--- config.mk ---
export PLATFORM = sky130hd
export DESIGN_NAME = gpio_port
export DESIGN_NICKNAME = d
export VERILOG_FILES = /design/src/rtl/gpio_port.sv
export SDC_FILE = /design/constraint.sdc
export NUM_CORES = 1
export LEC_CHECK = 0
export BUFFER_PORTS_ARGS = -buffer_cell sky130_fd_sc_hd__buf_4
export CORE_MARGIN = 2
export CORE_UTILIZATION = 40
export CTS_BUF_LIST = sky130_fd_sc_hd__clkbuf_4
export CTS_CLUSTER_SIZE = 14
export DETAILED_ROUTE_END_ITERATION = 7
export PLACE_DENSITY = 0.68
export SLEW_MARGIN = 20
export SYNTH_ARGS = -nofsm -noshare
export SYNTH_HDL_FRONTEND = slang
export SYNTH_SLANG_ARGS = --single-unit
--- constraint.sdc ---
create_clock -name clk -period 1.65 [get_ports clk]
set_input_delay 0.33 -clock clk [delete_from_list [all_inputs] [get_ports clk]]
set_output_delay 0.33 -clock clk [all_outputs]
set_load 0.05 [all_outputs]
--- src/rtl/gpio_port.sv ---
module gpio_port #(
  parameter int W = 8,
  parameter int AW = 2,
  localparam int SW = $clog2(W)
) (
  input  logic          clk,
  input  logic          rst_n,
  input  logic [AW-1:0] bus_addr,
  input  logic          bus_we,
  input  logic [W-1:0]  bus_wdata,
  output logic [W-1:0]  bus_rdata,
  input  logic [W-1:0]  pin_in,
  input  logic [SW-1:0] ana_sel,
  input  logic          ana_en,
  output logic [W-1:0]  pin_out,
  output logic [W-1:0]  pin_oe,
  output logic [W-1:0]  pin_pu
);
  localparam logic [AW-1:0] A_DAT = AW'(0);
  localparam logic [AW-1:0] A_DIR = AW'(1);
  localparam logic [AW-1:0] A_PUE = AW'(2);

  logic [W-1:0] lat_q, dir_q, pue_q, s1_q, s2_q;
  logic [W-1:0] ana_mask, in_view;

  assign ana_mask = ana_en ? (W'(1) << ana_sel) : '0;

  always_ff @(posedge clk)
    if (bus_we && bus_addr == A_DAT) lat_q <= bus_wdata;

  always_ff @(posedge clk or negedge rst_n)
    if (!rst_n) begin
      dir_q <= '0;
      pue_q <= '0;
      s1_q  <= '0;
      s2_q  <= '0;
    end else begin
      s1_q <= pin_in;
      s2_q <= s1_q;
      if (bus_we && bus_addr == A_DIR) dir_q <= bus_wdata;
      if (bus_we && bus_addr == A_PUE) pue_q <= bus_wdata;
    end

  assign pin_out = lat_q;
  assign pin_oe  = dir_q & ~ana_mask;
  assign pin_pu  = pue_q & ~dir_q & ~ana_mask;
  assign in_view = ((dir_q & lat_q) | (~dir_q & s2_q)) & ~ana_mask;

  always_comb begin
    case (bus_addr)
      A_DAT:   bus_rdata = in_view;
      A_DIR:   bus_rdata = dir_q;
      A_PUE:   bus_rdata = pue_q;
      default: bus_rdata = '0;
    endcase
  end
endmodule


==> impl_metrics.csv, run 1 <==
group,metric,value,unit
outcome,status,"finished with violations",
outcome,violations,"setup timing",
drt,drc,0,
synthesis,yosysUniqueCellTypes,22,
power_and_ir_drop,cellPowerDensity,1054,nW/um^2
critical_path,cp_slowest_cell,"or4_4",
clock_tree,cts_tree,"done",
power_and_ir_drop,power.internal,1.887,mW
critical_path,crit_fanout,2,
critical_path,critPathRequiredTime,1.32,ns
layout,syn2layout_area_growth,62.23,%
grt,grt_pass1_wl,6982,um
worst_hold_path,hold_path.class,"in -> reg",
placement,gp_congestion,0.7560,
grt,grt_overflow,0,
timing,fin_crit_sh,114.9,%
layout,fillers,332,
run,maxCapViolations,0,
grt,grt.total_usage,18.35,%
worst_hold_path,min_delay_path_depth,1,
synthesis,ys_ff_latch,40,
timing,hold_violations,0,
power_and_ir_drop,seqPwrFrac,39.4,%
power_and_ir_drop,power.share.clock,16.6,%
synthesis,synth_adder_area_share,0,%
placement,dp_hpwl,3066,um
critical_path,cp-end-kind,"primary output",
grt,grt_max_degree,33,
drt,wl,4270,um
layout,drive_above_1_share,65.38,%
grt,first_global_vias,1432,
critical_path,path_class,"reg -> out",
power_and_ir_drop,power_leakage,1.307,nW
grt,antenna_found_initial,0,
die,io_pins,57,
drt,dr.pass1.iters,4,
synthesis,seq_area_frac_synth,59.51,%
timing,finalWorstSetupSlack,-0.2458,ns
critical_path,crit_chain,"mux2i_1, or4_4, nand2_8, buf_8",
timing,period_minus_slack,1.896,ns
drt,drt_iter0_drc,54,
synthesis,avgSynthCellArea,14.46,sq um
timing,slew_viol_final,0,
timing,fin_skew,0.0006153,ns
die,die_h,70.13,um
synthesis,syn-instance-count,121,
synthesis,synth_xor_area_share,0,%
critical_path,arrival,1.57,ns
clock_tree,clock_sinks,40,
critical_path,reg2reg_depth,2,
clock_tree,path_clk_slew,0.12,ns
timing,fmax,527.5,MHz
die,core_area,4294,sq um
timing,setup_viol,8,
die,die_area,4918,sq um
die,initial_core_util,40.73,%
power_and_ir_drop,power,2.991,mW
critical_path,slowest_delay,0.46,ns
layout,nets,232,
drt,wl_per_cell,16.42,um
power_and_ir_drop,irDropWorstVdd,914.5,uV
synthesis,muxShareOfSynthArea,16.60,%
power_and_ir_drop,netSwitchingPower,1.104,mW
clock_tree,cts_made_buffers,5,
power_and_ir_drop,switching_share,36.91,%
synthesis,synth.net_count,146,
critical_path,critPathLaunchType,"flop",
layout,fin_area,2838,sq um
drt,ant_nets,0,
clock_tree,cts-root-buf,"clkbuf_4",
synthesis,synth_compound_area_share,3.433,%
timing,relSlewSlack,72.30,%
clock_tree,clk_latency,0.33,ns
placement,placed_cell_area,2589,sq um
drt,avgViaCountPerCell,5.169,
placement,port_buffers,56,
power_and_ir_drop,pwr-share-comb,44.0,%
timing,rsz0062_at_grt,"yes",
synthesis,yosysWarnings,0,
drt,via_count,1344,
clock_tree,cts_max_level,2,
synthesis,syn_area,1749,sq um
clock_tree,clockBufferDepth,2,
die,die_w,70.13,um
die,rows,24,
synthesis,yosys.area_share.simple,18.81,%
synthesis,synth_top_family_by_area,"simple AND/OR/NAND/NOR gates",
timing,tightestPinTransition,0.4155,ns
layout,diodes,0,
-- sequential cells by signal (all words and copies together) (netlist names) --
signal and cells:
dir_q 8, pin_out 8, pue_q 8, s1_q 8, s2_q 8
-- power by group through the flow --
| stage | logic [mW] | registers [mW] | clock network [mW] |
|---|---|---|---|
| after floorplan | 0.727 | 1.24 | 0 |
| final | 1.32 | 1.18 | 0.496 |
| after global placement | 1.16 | 1.19 | 0 |
| after global routing | 1.37 | 1.19 | 0.553 |
| after detailed placement | 1.18 | 1.20 | 0 |
| after CTS | 1.25 | 1.18 | 0.511 |
-- routing by layer --
layer  share of wire (%)  routed length (um)  track usage (%)
met2                  52                2216            31.64
met3                 5.3                 225            4.762
met4                 1.9                  82            5.128
met1                  41                1745            22.78
met5                   0                   0                0
-- timing repair --
item	in CTS	in global routing
gates resized for setup	21	20
pin swaps	1	8
setup endpoints to repair	10	20
hold buffers	1	0
setup buffers	1	0
hold endpoints to repair	32	0
-- cells in the final DEF, fill, tap and decap left out, types with 2 or more instances in the layout --
cell / n
buf_4: 60
dfrtp_1: 32
buf_6: 13
a22oi_1: 8
mux2i_1: 8
or4_4: 8
mux2_4: 8
buf_8: 8
edfxtp_1: 8
nand2_8: 6
mux2_2: 6
clkbuf_4: 6
nor3b_4: 5
nor2b_1: 5
and2b_1: 4
nand2_4: 4
and4b_1: 3
nor3b_2: 3
nor4bb_2: 2
mux2_1: 2
-- critical path: cells and delay by family, from the launching register on --
family	cells	cell delay (ns)
DFF	1	0.41
muxes	1	0.14
buffers and inverters	1	0.13
and+or+nand+nor	2	0.54
-- worst paths after layout --
check / start / endpoint / slack (ns)
setup / recovery: dir_q[3]$_DFFE_PN0P_ / bus_rdata[3] / -0.25
hold / removal: pin_in[4] / s1_q[4]$_DFF_PN0_ / 0.08
setup reg to reg: dir_q[0]$_DFFE_PN0P_ / dir_q[0]$_DFFE_PN0P_ / 0.72
hold reg to reg: s1_q[6]$_DFF_PN0_ / s2_q[6]$_DFF_PN0_ / 0.36
max in group asynchronous: rst_n / dir_q[2]$_DFFE_PN0P_ / 0.89
min in group asynchronous: rst_n / s2_q[7]$_DFF_PN0_ / 0.45
-- kinds of logic after synthesis --
logic type             after synthesis
and+or+nand+nor                     45
DFF                                 40
muxes                               24
AOI/OAI and AO/OA                    8
buffers and inverters                4
-- cell usage after synthesis (all sizes together) --
cell    count  area [sq um]
clkbuf      1         5.000
nor4bb      3         30.03
or4         8         60.06
nor2b       5         31.28
a22oi       8         60.06
buf         3         23.77
dfrtp      32         800.8
nor4b       1         8.760
edfxtp      8         240.2
and4        1         10.01
nor3b       9         67.56
and2b       5         38.79
mux2       16         210.2
mux2i       8         80.08
nand2      10         52.55
and4b       3         30.03
-- layout make-up --
type	instances	area [sq um]	share of cell area [%]
flip-flops and latches	40	1041	36.68
multi-input cells	77	927.1	32.67
repair buffers	83	747.0	26.32
well taps	52	65.06	2.293
clock buffers	6	45.04	1.587
clock inverters	2	12.51	0.4409
-- metrics by stage --
stage | setup TNS (ns) | utilization (%) | cells | hold slack (ns) | setup slack, ns
floorplan | -0.2313 | - | 121 | 0.03441 | -0.04464
detailed placement | -1.523 | 60.29 | 251 | 0.2957 | -0.1747
global placement | -1.523 | 60.29 | 251 | 0.2903 | -0.1672
finish | -1.819 | 66.08 | 260 | 0.07832 | -0.2458
CTS | -1.926 | 63.87 | 260 | 0.06588 | -0.2637
global route | -2.320 | 66.08 | 260 | 0.04437 | -0.2997
Note: power is estimated with default switching activity, not from simulation.
==> run 2, diff against run 1 <==
Settings changed: ABC_AREA set to 1, SLEW_MARGIN 20 to unset.
==> run 2 against run 1 <==
The run now ends clean. Worst hold slack improved by 0.011 ns. Global-route usage decreased by 1.9 points. Routed wire length decreased by 6.0%. Core utilization decreased by 9.3 points. Via count increased by 16%. Clock power decreased by 7.1%. Sequential share of layout area increased by 4.6 points. Final cell count increased by 33%. Die area increased by 6.7%. Critical path depth unchanged.
==> impl_metrics.csv, run 2 <==
group,metric,value,unit
outcome,status,"completed",
run,maxCapViolations,0,
power_and_ir_drop,power.share.clock,17.7,%
timing,setup_viol,0,
die,die_w,72.43,um
clock_tree,cts_tree,"done",
timing,slew_viol_final,0,
timing,rsz0062_at_grt,"yes",
timing,relSlewSlack,72.71,%
synthesis,synth.largest_area_cell,"dfrtp_1",
worst_hold_path,min_delay_path_depth,1,
critical_path,arrival,1.28,ns
layout,drive_above_1_share,37.20,%
synthesis,seq_area_frac_synth,55.58,%
power_and_ir_drop,power.internal,1.597,mW
power_and_ir_drop,pwr-share-comb,37.1,%
grt,first_global_vias,1432,
clock_tree,cts_max_level,2,
synthesis,ys_ff_latch,40,
critical_path,critPathRequiredTime,1.32,ns
clock_tree,clock_sinks,40,
drt,dr.pass1.iters,4,
critical_path,r2r_end,"dir_q[1]$_DFFE_PN0P_",
worst_hold_path,min_from,"pin_in[6]",
grt,grt.total_usage,16.49,%
critical_path,crit_fanout,3,
grt,grt_pass1_wl,6506,um
layout,diodes,0,
power_and_ir_drop,power_leakage,1.394,nW
grt,grt_max_degree,33,
power_and_ir_drop,netSwitchingPower,1.006,mW
synthesis,synthFlopType,"dfrtp_1",
layout,final_common_cell,"nand2_1",
clock_tree,path_clk_slew,0.11,ns
timing,fin_crit_sh,97.50,%
die,initial_core_util,42.15,%
worst_hold_path,holdPathEnd,"s1_q[6]$_DFF_PN0_",
drt,ant_nets,0,
grt,grt_overflow,0,
die,io_pins,57,
timing,hold_slack,0.08972,ns
clock_tree,clockBufferDepth,2,
die,die_h,72.43,um
critical_path,cp-end-kind,"primary output",
placement,port_buffers,56,
timing,fin_skew,0.0001225,ns
timing,tightestPinTransition,0.4079,ns
drt,wl,4013,um
die,core_area,4444,sq um
drt,via_count,1557,
die,rows,24,
drt,avgViaCountPerCell,4.513,
critical_path,critPathLaunchType,"flop",
synthesis,synth_edf_count,8,
grt,antenna_found_initial,0,
critical_path,r2r-start,"dir_q[1]$_DFFE_PN0P_",
synthesis,postSynth.asyncResetShare,80.00,%
synthesis,synth_area_leaders,"dfrtp_1 43%, nand2_1 16%, edfxtp_1 13%",
synthesis,yosysWarnings,0,
synthesis,yosysUniqueCellTypes,14,
timing,period_minus_slack,1.609,ns
synthesis,syn-instance-count,222,
die,die_area,5246,sq um
synthesis,yosysMostFrequentCell,"nand2_1",
synthesis,synth_top_cell_area_share,42.75,%
synthesis,synth.net_count,247,
clock_tree,cts-root-buf,"clkbuf_4",
power_and_ir_drop,seqPwrFrac,45.2,%
layout,syn2layout_area_growth,34.74,%
critical_path,reg2reg_depth,3,
layout,layout_common_cells,"79 x nand2_1, 51 x buf_4, 32 x dfrtp_1, 29 x inv_1, 18 x nor2_1",
drt,drc,0,
drt,wl_per_cell,11.63,um
placement,gp_congestion,0.7487,
synthesis,syn_area,1873,sq um
power_and_ir_drop,irDropWorstVdd,479.3,uV
critical_path,path_class,"reg -> out",
critical_path,reg2reg_slack,0.83,ns
power_and_ir_drop,cellPowerDensity,1032,nW/um^2
layout,nets,317,
placement,dp_hpwl,2911,um
clock_tree,clk_latency,0.33,ns
drt,drt_iter0_drc,104,
timing,hold_violations,0,
synthesis,avgSynthCellArea,8.437,sq um
synthesis,synth_common_cells,"81 x nand2_1, 37 x inv_1, 32 x dfrtp_1, 21 x nor2_1",
power_and_ir_drop,switching_share,38.64,%
clock_tree,cts_made_buffers,5,
worst_hold_path,hold_path.class,"in -> reg",
layout,fin_util,56.78,%
timing,fmax,621.6,MHz
-- run 2: changes by cell type after synthesis, moves of 16 or more --
cell and change:
nand2_1 +73, inv_1 +37, nor2_1 +21, nand3_1 +16, o21ai_2 +16
-- run 2: cell families (layout without fill, tap and decap cells) --
logic type      count (synthesis)  in the layout  share of synthesized area [%]
compound gates                 16             16                          7.481
flops                          40             40                          55.58
buf+inv                        42            113                          9.619
simple gates                  124            124                          27.32
-- run 2: metrics by stage --
stage	worst slack (ns)	setup TNS, ns	area [sq um]	cells	total power [mW]
final	0.04119	0	2524	345	2.604
after global routing	-0.08720	-0.4670	2524	345	2.756
after CTS	0.002344	0	2431	340	2.565
after detailed placement	0.1018	0	2355	331	2.076
after global placement	0.1201	0	2355	331	2.065
after floorplan	0.1068	0	1873	222	1.795
-- run 2: worst max-delay path by stage --
stage,from,endpoint,slack (ns)
CTS,dir_q[7]$_DFFE_PN0P_,bus_rdata[7],0.002
global route,dir_q[6]$_DFFE_PN0P_,bus_rdata[6],-0.09
floorplan,pin_out[1]$_DFFE_PP_,bus_rdata[1],0.11
finish,dir_q[1]$_DFFE_PN0P_,pin_oe[1],0.04
detailed placement,bus_addr[1],bus_rdata[3],0.10
global placement,bus_addr[1],bus_rdata[6],0.12
-- run 2: cell type report --
type	instances	area, sq um
inverters	39	146.4
clock inverters	3	13.76
repair buffers	66	550.5
flip-flops and latches	40	1041
well taps	52	65.06
multi-input cells	140	669.4
clock buffers	5	37.54
fillers	420	1921
-- run 2: power groups by stage --
stage	Combinational, mW	Clock (mW)	Sequential (mW)
4_1_cts	0.902	0.490	1.17
3_3_place_gp	0.876	0	1.19
5_1_grt	1.04	0.527	1.19
3_5_place_dp	0.886	0	1.19
2_1_floorplan	0.591	0	1.20
6_report	0.966	0.461	1.18
-- run 2: critical path: stages (launching register included) --
cell	delay [ns]
dfrtp_1	0.43
inv_2	0.07
buf_4	0.13
nor2_1	0.11
buf_4	0.21
-- run 2: routing by layer --
layer / wire length [um] / vias up / track usage (%)
li1: - / 811 / -
met1: 1734 / 697 / 21.24
met2: 1959 / 45 / 26.30
met3: 270 / 4 / 5.000
met4: 48 / 0 / 6.173
met5: 0 / - / 0
-- run 2: repair_timing --
action                     in CTS  in global routing
hold buffers                    1                  0
setup endpoints to repair       4                 15
pin swaps                       0                  4
hold endpoints to repair       32                  0
setup buffers                   0                  5
resized for setup               7                 21
